File: src/rtl/dly_split_pkg.sv
package dly_split_pkg;
  localparam int DEF_CYC_W       = 32;
  localparam int DEF_FRAC_W      = 12;
  localparam int DEF_ALPHA_W     = 20;
  localparam int DEF_ALPHA_FRAC  = 12;
  localparam int DEF_CYC_NS_LOG2 = 3;
  localparam int DEF_TAP_W       = 10;
  localparam int DEF_TAP_MAX     = 1023;
endpackage

File: src/rtl/dly_frac_mult.sv
module dly_frac_mult #(
  parameter int CW = 32,
  parameter int FW = 12,
  parameter int AW = 20,
  localparam int PW = AW + FW
) (
  input  logic          clk,
  input  logic          rst_n,
  input  logic          strobe,
  input  logic [CW-1:0] cycles_in,
  input  logic [FW-1:0] frac_in,
  input  logic [AW-1:0] alpha_in,
  output logic          s1_valid,
  output logic [CW-1:0] s1_cycles,
  output logic [PW-1:0] s1_prod,
  output logic          s1_frac_zero
);
  function automatic logic [PW-1:0] mul_u(input logic [AW-1:0] a, input logic [FW-1:0] f);
    return PW'(a) * PW'(f);
  endfunction

  always_ff @(posedge clk) begin
    if (!rst_n) begin
      s1_valid     <= 1'b0;
      s1_cycles    <= '0;
      s1_prod      <= '0;
      s1_frac_zero <= 1'b0;
    end else begin
      s1_valid <= strobe;
      if (strobe) begin
        s1_cycles    <= cycles_in;
        s1_prod      <= mul_u(alpha_in, frac_in);
        s1_frac_zero <= (frac_in == '0);
      end
    end
  end
endmodule

File: src/rtl/dly_tap_quant.sv
module dly_tap_quant #(
  parameter int PW      = 32,
  parameter int SHIFT   = 21,
  parameter int TW      = 10,
  parameter int TAP_MAX = 1023,
  localparam int QW     = PW + 1 - SHIFT
) (
  input  logic [PW-1:0] prod,
  output logic [TW-1:0] tap,
  output logic          clamped
);
  localparam logic [PW:0] HALF = (PW+1)'(1) << (SHIFT - 1);

  function automatic logic [QW-1:0] round_half_up(input logic [PW-1:0] p);
    logic [PW:0] s;
    s = {1'b0, p} + HALF;
    return s[PW:SHIFT];
  endfunction

  logic [QW-1:0] q;

  always_comb begin
    q       = round_half_up(prod);
    clamped = ({{TW{1'b0}}, q} > (QW+TW)'(TAP_MAX));
    tap     = clamped ? TW'(TAP_MAX) : TW'(q);
  end
endmodule

File: src/rtl/dly_out_reg.sv
module dly_out_reg #(
  parameter int CW = 32,
  parameter int TW = 10
) (
  input  logic          clk,
  input  logic          rst_n,
  input  logic          in_valid,
  input  logic [CW-1:0] in_cycle,
  input  logic [TW-1:0] in_tap,
  output logic          out_valid,
  output logic [CW-1:0] out_cycle,
  output logic [TW-1:0] out_tap
);
  always_ff @(posedge clk) begin
    if (!rst_n) begin
      out_valid <= 1'b0;
      out_cycle <= '0;
      out_tap   <= '0;
    end else begin
      out_valid <= in_valid;
      if (in_valid) begin
        out_cycle <= in_cycle;
        out_tap   <= in_tap;
      end
    end
  end
endmodule

File: src/rtl/dly_coarse_fine_split.sv
module dly_coarse_fine_split
  import dly_split_pkg::*;
#(
  parameter int CW          = DEF_CYC_W,
  parameter int FW          = DEF_FRAC_W,
  parameter int AW          = DEF_ALPHA_W,
  parameter int AFRAC       = DEF_ALPHA_FRAC,
  parameter int CYC_NS_LOG2 = DEF_CYC_NS_LOG2,
  parameter int TW          = DEF_TAP_W,
  parameter int TAP_MAX     = DEF_TAP_MAX
) (
  input  logic          clk,
  input  logic          rst_n,
  input  logic          req_valid,
  input  logic [CW-1:0] req_cycles,
  input  logic [FW-1:0] req_frac,
  input  logic [AW-1:0] alpha,
  output logic          out_valid,
  output logic [CW-1:0] out_cycle,
  output logic [TW-1:0] out_tap
);
  localparam int PW    = AW + FW;
  localparam int SHIFT = AFRAC + FW - CYC_NS_LOG2;

  logic          s1_valid;
  logic [CW-1:0] s1_cycles;
  logic [PW-1:0] s1_prod;
  logic          s1_frac_zero;
  logic [TW-1:0] q_tap;
  logic          q_clamped;

  dly_frac_mult #(.CW(CW), .FW(FW), .AW(AW)) u_mult (
    .clk(clk), .rst_n(rst_n), .strobe(req_valid),
    .cycles_in(req_cycles), .frac_in(req_frac), .alpha_in(alpha),
    .s1_valid(s1_valid), .s1_cycles(s1_cycles), .s1_prod(s1_prod),
    .s1_frac_zero(s1_frac_zero)
  );

  dly_tap_quant #(.PW(PW), .SHIFT(SHIFT), .TW(TW), .TAP_MAX(TAP_MAX)) u_quant (
    .prod(s1_prod), .tap(q_tap), .clamped(q_clamped)
  );

  dly_out_reg #(.CW(CW), .TW(TW)) u_out (
    .clk(clk), .rst_n(rst_n), .in_valid(s1_valid), .in_cycle(s1_cycles),
    .in_tap(q_tap), .out_valid(out_valid), .out_cycle(out_cycle), .out_tap(out_tap)
  );
endmodule

File: config.mk
export PLATFORM = sky130hd
export DESIGN_NAME = dly_coarse_fine_split
export DESIGN_NICKNAME = d
export VERILOG_FILES = /design/src/rtl/dly_split_pkg.sv /design/src/rtl/dly_frac_mult.sv /design/src/rtl/dly_tap_quant.sv /design/src/rtl/dly_out_reg.sv /design/src/rtl/dly_coarse_fine_split.sv
export SDC_FILE = /design/constraint.sdc
export NUM_CORES = 1
export LEC_CHECK = 0
export CORE_UTILIZATION = 50
export CTS_BUF_LIST = sky130_fd_sc_hd__clkbuf_2
export DETAILED_ROUTE_END_ITERATION = 16
export HOLD_SLACK_MARGIN = 0.1
export PLACE_DENSITY = 0.74
export SYNTH_ARGS = -nofsm -noshare
export SYNTH_HDL_FRONTEND = slang
export SYNTH_SLANG_ARGS = --single-unit
File: constraint.sdc
create_clock -name clk -period 5.55 [get_ports clk]
set_clock_uncertainty 0.2 [all_clocks]
set_input_delay 1.11 -clock clk [delete_from_list [all_inputs] [get_ports clk]]
set_output_delay 1.11 -clock clk [all_outputs]
set_load 0.02 [all_outputs]
==> summary.md <==
| Metric | Value |
|---|---|
| Area Growth Syn to Fin | 32.4% |
| YS warnings | 0 |
| Post-Syn Instances | 1211 |
| Worst r2r src | u_mult.s1_prod[24]$_SDFFE_PN0P_ |
| Routability Congestion | 0.877 |
| Ys async rst share | 0% |
| Critical Path Fanout Max | 8 |
| Vias in the first global route | 9301 |
| Worst path cell trace | buf_4, buf_12, nand2_1, fa_1, fa_1, fa_1, inv_2, fa_1, inv_1, fa_1, inv_2, ha_4, nand2_4, buf_4, buf_4, nor3_1, nand4_1, nand3_4, a21oi_1, xnor2_1, a21oi_1 |
| WL/cell | 15.9 um |
| Core area | 21000 um^2 |
| Hold Path Class | reg2reg |
| Worst hold start | u_mult.s1_prod[28]$_SDFFE_PN0P_ |
| Switching Share | 47.9% |
| Routed Antenna Nets | 0 |
| Total global-route track usage | 25.5% |
| CTS Buf Count | 9 |
| Tmin final | 5.60 ns |
| Worst EP arrival | 5.81 ns |
| Ant. Diodes | 0 |
| Die area | 22100 um^2 |
| Distinct cell type count after synthesis | 48 |
| Setup WS post-layout | -0.0515 ns |
| Starting density of the core | 51.1% |
| Max frequency | 179 MHz |
| Largest net degree at the start of global routing | 74 |
| Finish-stage setup viols | 2 |
| Dpl cells | 1648 |
| Worst Setup End Kind | flop |
| First-pass GRT wire length | 44500 um |
| Worst-Skew Late Latency | 0.55 ns |
| Worst stage delay on the critical path | 0.54 ns |
| Clk root buf | clkbuf_2 |
| CTS tree | built |
| Internal power | 4.23 mW |
| Post-route setup TNS | -0.0599 ns |
| GRT Max-Usage Layer | met2 |
| Maxcap violations | 0 |
| Post-Layout Cell Count | 1714 |
| Sequential fraction of the synthesis area | 16.4% |
| Number of flops mapped to enable cells by yosys | 0 |
| Utilization after layout | 67.6% |
| Power Dens Cells | 571 nW/um^2 |
| Total grt overflow | 0 |
| Main synth FF type | dfxtp_1 |
| Status | finished, violations left |
| Share of cells above drive strength 1 | 22.9% |
| Power Total | 8.12 mW |
| HPWL Detailed | 19900 um |
| Initial DRC count | 346 |
| Peak VDD IR | 0.625 mV |
| Critical path startpoint | req_frac[5] |
| Period utilization | 101% |
| Grt met2 use | 45.7% |
| IO buf count | 109 |
| Leak | 6.73 nW |
| CTS max path bufs | 2 |
| Post-Syn Area | 10700 um^2 |
| Hold_buf cts | 0 |
| Synth Net Count | 1524 |
| Clk sinks | 88 |
| Vias per inst | 5.14 |
| Max_slew headroom | 45.6% |
| # H-tree levels | 3 |
| DR pass1 iterations | 5 |
| Psw | 3.88 mW |
| Row Count | 53 |
| Final nets | 1747 |
| GRT met3 Usage | 4.60% |
| Clk pwr share | 4.2% |
| Clk slew on worst S/H paths | 0.25 ns |
| Violated checks | negative setup slack |
| Vias | 8816 |
| Fill count | 1591 |
| I/O Pins | 110 |
| Die height | 149 um |
| Req. time, crit path | 5.76 ns |
| Min-Delay Path Depth | 2 |
| Flop pwr share | 9.0% |
| Min Hold Slack | 0.297 ns |
| Slowest stage cell, crit path | fa_1 |
| Syn avg cell area | 8.86 um^2 |
| Kind of critical path | in2reg |
| Chip width | 149 um |
| Least-Margin Pin Slew | 0.817 ns |
| Yosys reg bits | 88 |
| R2R depth | 7 |
| Met1 GRT Util | 31.4% |
| Post-Route WL | 27300 um |
| Crit path launch type | primary input |
| Final Hold Fails | 0 |
| Gate power share | 86.8% |
| RSZ-0062 raised after global routing | yes |
| Fin. max-slew vios | 0 |
| Initial antenna violation count | 0 |
| Critical path's most frequent cell | fa_1 |
| # DRC | 0 |
[sequential cells by signal, indices dropped and copies added, names as in the netlist]
signal            cells
u_out.out_valid       1
u_mult.s1_prod       12
u_mult.s1_cycles     32
u_out.out_tap        10
u_mult.s1_valid       1
u_out.out_cycle      32
[critical path: cells and delay by family]
kind | cells | cell delay (ns)
adder cells (fa/ha/maj) | 6 | 2.90
AO/OA/AOI/OAI | 2 | 0.16
buffers and inverters | 7 | 0.71
XOR/XNOR | 1 | 0.18
AND/OR/NAND/NOR | 5 | 0.74
[cell usage after synthesis, types with 19 or more instances]
| library cell | number | area, um^2 |
|---|---|---|
| o21ai_0 | 22 | 110 |
| nor2_1 | 19 | 71.3 |
| ha_1 | 67 | 838 |
| and2_1 | 74 | 463 |
| nand2_1 | 194 | 728 |
| fa_1 | 179 | 3580 |
| inv_1 | 218 | 818 |
| a21oi_1 | 37 | 185 |
| nor2b_1 | 69 | 432 |
| clkbuf_1 | 60 | 225 |
| dfxtp_1 | 88 | 1760 |
| mux2i_1 | 68 | 681 |
[path summary, 6_finish.rpt]
kind	end	slack [ns]
worst max-delay path	u_mult.s1_prod[31]$_SDFFE_PN0P_	-0.05
worst min-delay path	u_mult.s1_prod[28]$_SDFFE_PN0P_	0.30
worst max register to register	u_out.out_tap[0]$_SDFFE_PN0P_	3.44
worst min register to register	u_mult.s1_prod[28]$_SDFFE_PN0P_	0.30
[cells by family after synthesis]
family | after synthesis | synth area share [%]
AND/OR/NAND/NOR | 403 | 18.7
AO/OA/AOI/OAI | 100 | 5.75
buffers and inverters | 287 | 10.1
XOR/XNOR | 19 | 1.55
adder cells (fa/ha/maj) | 246 | 41.2
flip-flops | 88 | 16.4
multiplexers | 68 | 6.34
[routing by layer]
| layer | part of all wire, % | vias to the layer above | wire length, um |
|---|---|---|---|
| met5 | 0 | - | 0 |
| met2 | 51 | 218 | 14000 |
| met3 | 4.9 | 48 | 1350 |
| met1 | 41 | 4399 | 11300 |
| met4 | 2.3 | 0 | 633 |
| li1 | - | 4151 | - |
[per-stage QoR]
step / setup slack (ns) / area, um^2
finish: -0.0515 / 14200
global route: -0.112 / 14200
CTS: 0.000881 / 13800
detailed placement: -1.04 / 13100
global placement: -0.986 / 13100
floorplan: -0.0924 / 11100
[layout make-up]
class,count,area [um^2],share of cell area (%)
inverters,218,818,5.76
clock inverters,7,76.3,0.537
flip-flops and latches,88,1760,12.4
well taps,275,344,2.42
clock buffers,9,45.0,0.317
multi-input cells,836,8510,59.9
repair buffers,281,2640,18.6
[what timing repair did]
| action | in CTS | in global routing |
|---|---|---|
| cloned | 9 | 0 |
| setup buffers | 31 | 16 |
| endpoints found under the setup margin | 12 | 12 |
| resized for setup | 145 | 121 |
| pin swaps | 57 | 67 |
[power groups by stage]
stage	clock [mW]	combinational, mW	sequential (mW)
global placement	0	5.48	0.742
detailed placement	0	5.57	0.744
floorplan	0	3.75	0.749
CTS	0.349	6.19	0.733
global route	0.373	7.77	0.741
finish	0.338	7.05	0.733
[placed cells by master, fill, tap and decap left out, types with 19 or more instances in the layout]
master           netlist  layout
inv_1                218     198
nand2_1              194     177
fa_1                 179     167
buf_4                  0     127
dfxtp_1               88      87
clkdlybuf4s50_1        0      77
mux2i_1               68      68
nor2b_1               69      68
and2_1                74      63
ha_1                  67      50
buf_6                  0      35
a21oi_1               37      30
inv_2                  0      20
o21ai_0               22      19
Power figures use the tool's default switching activity.
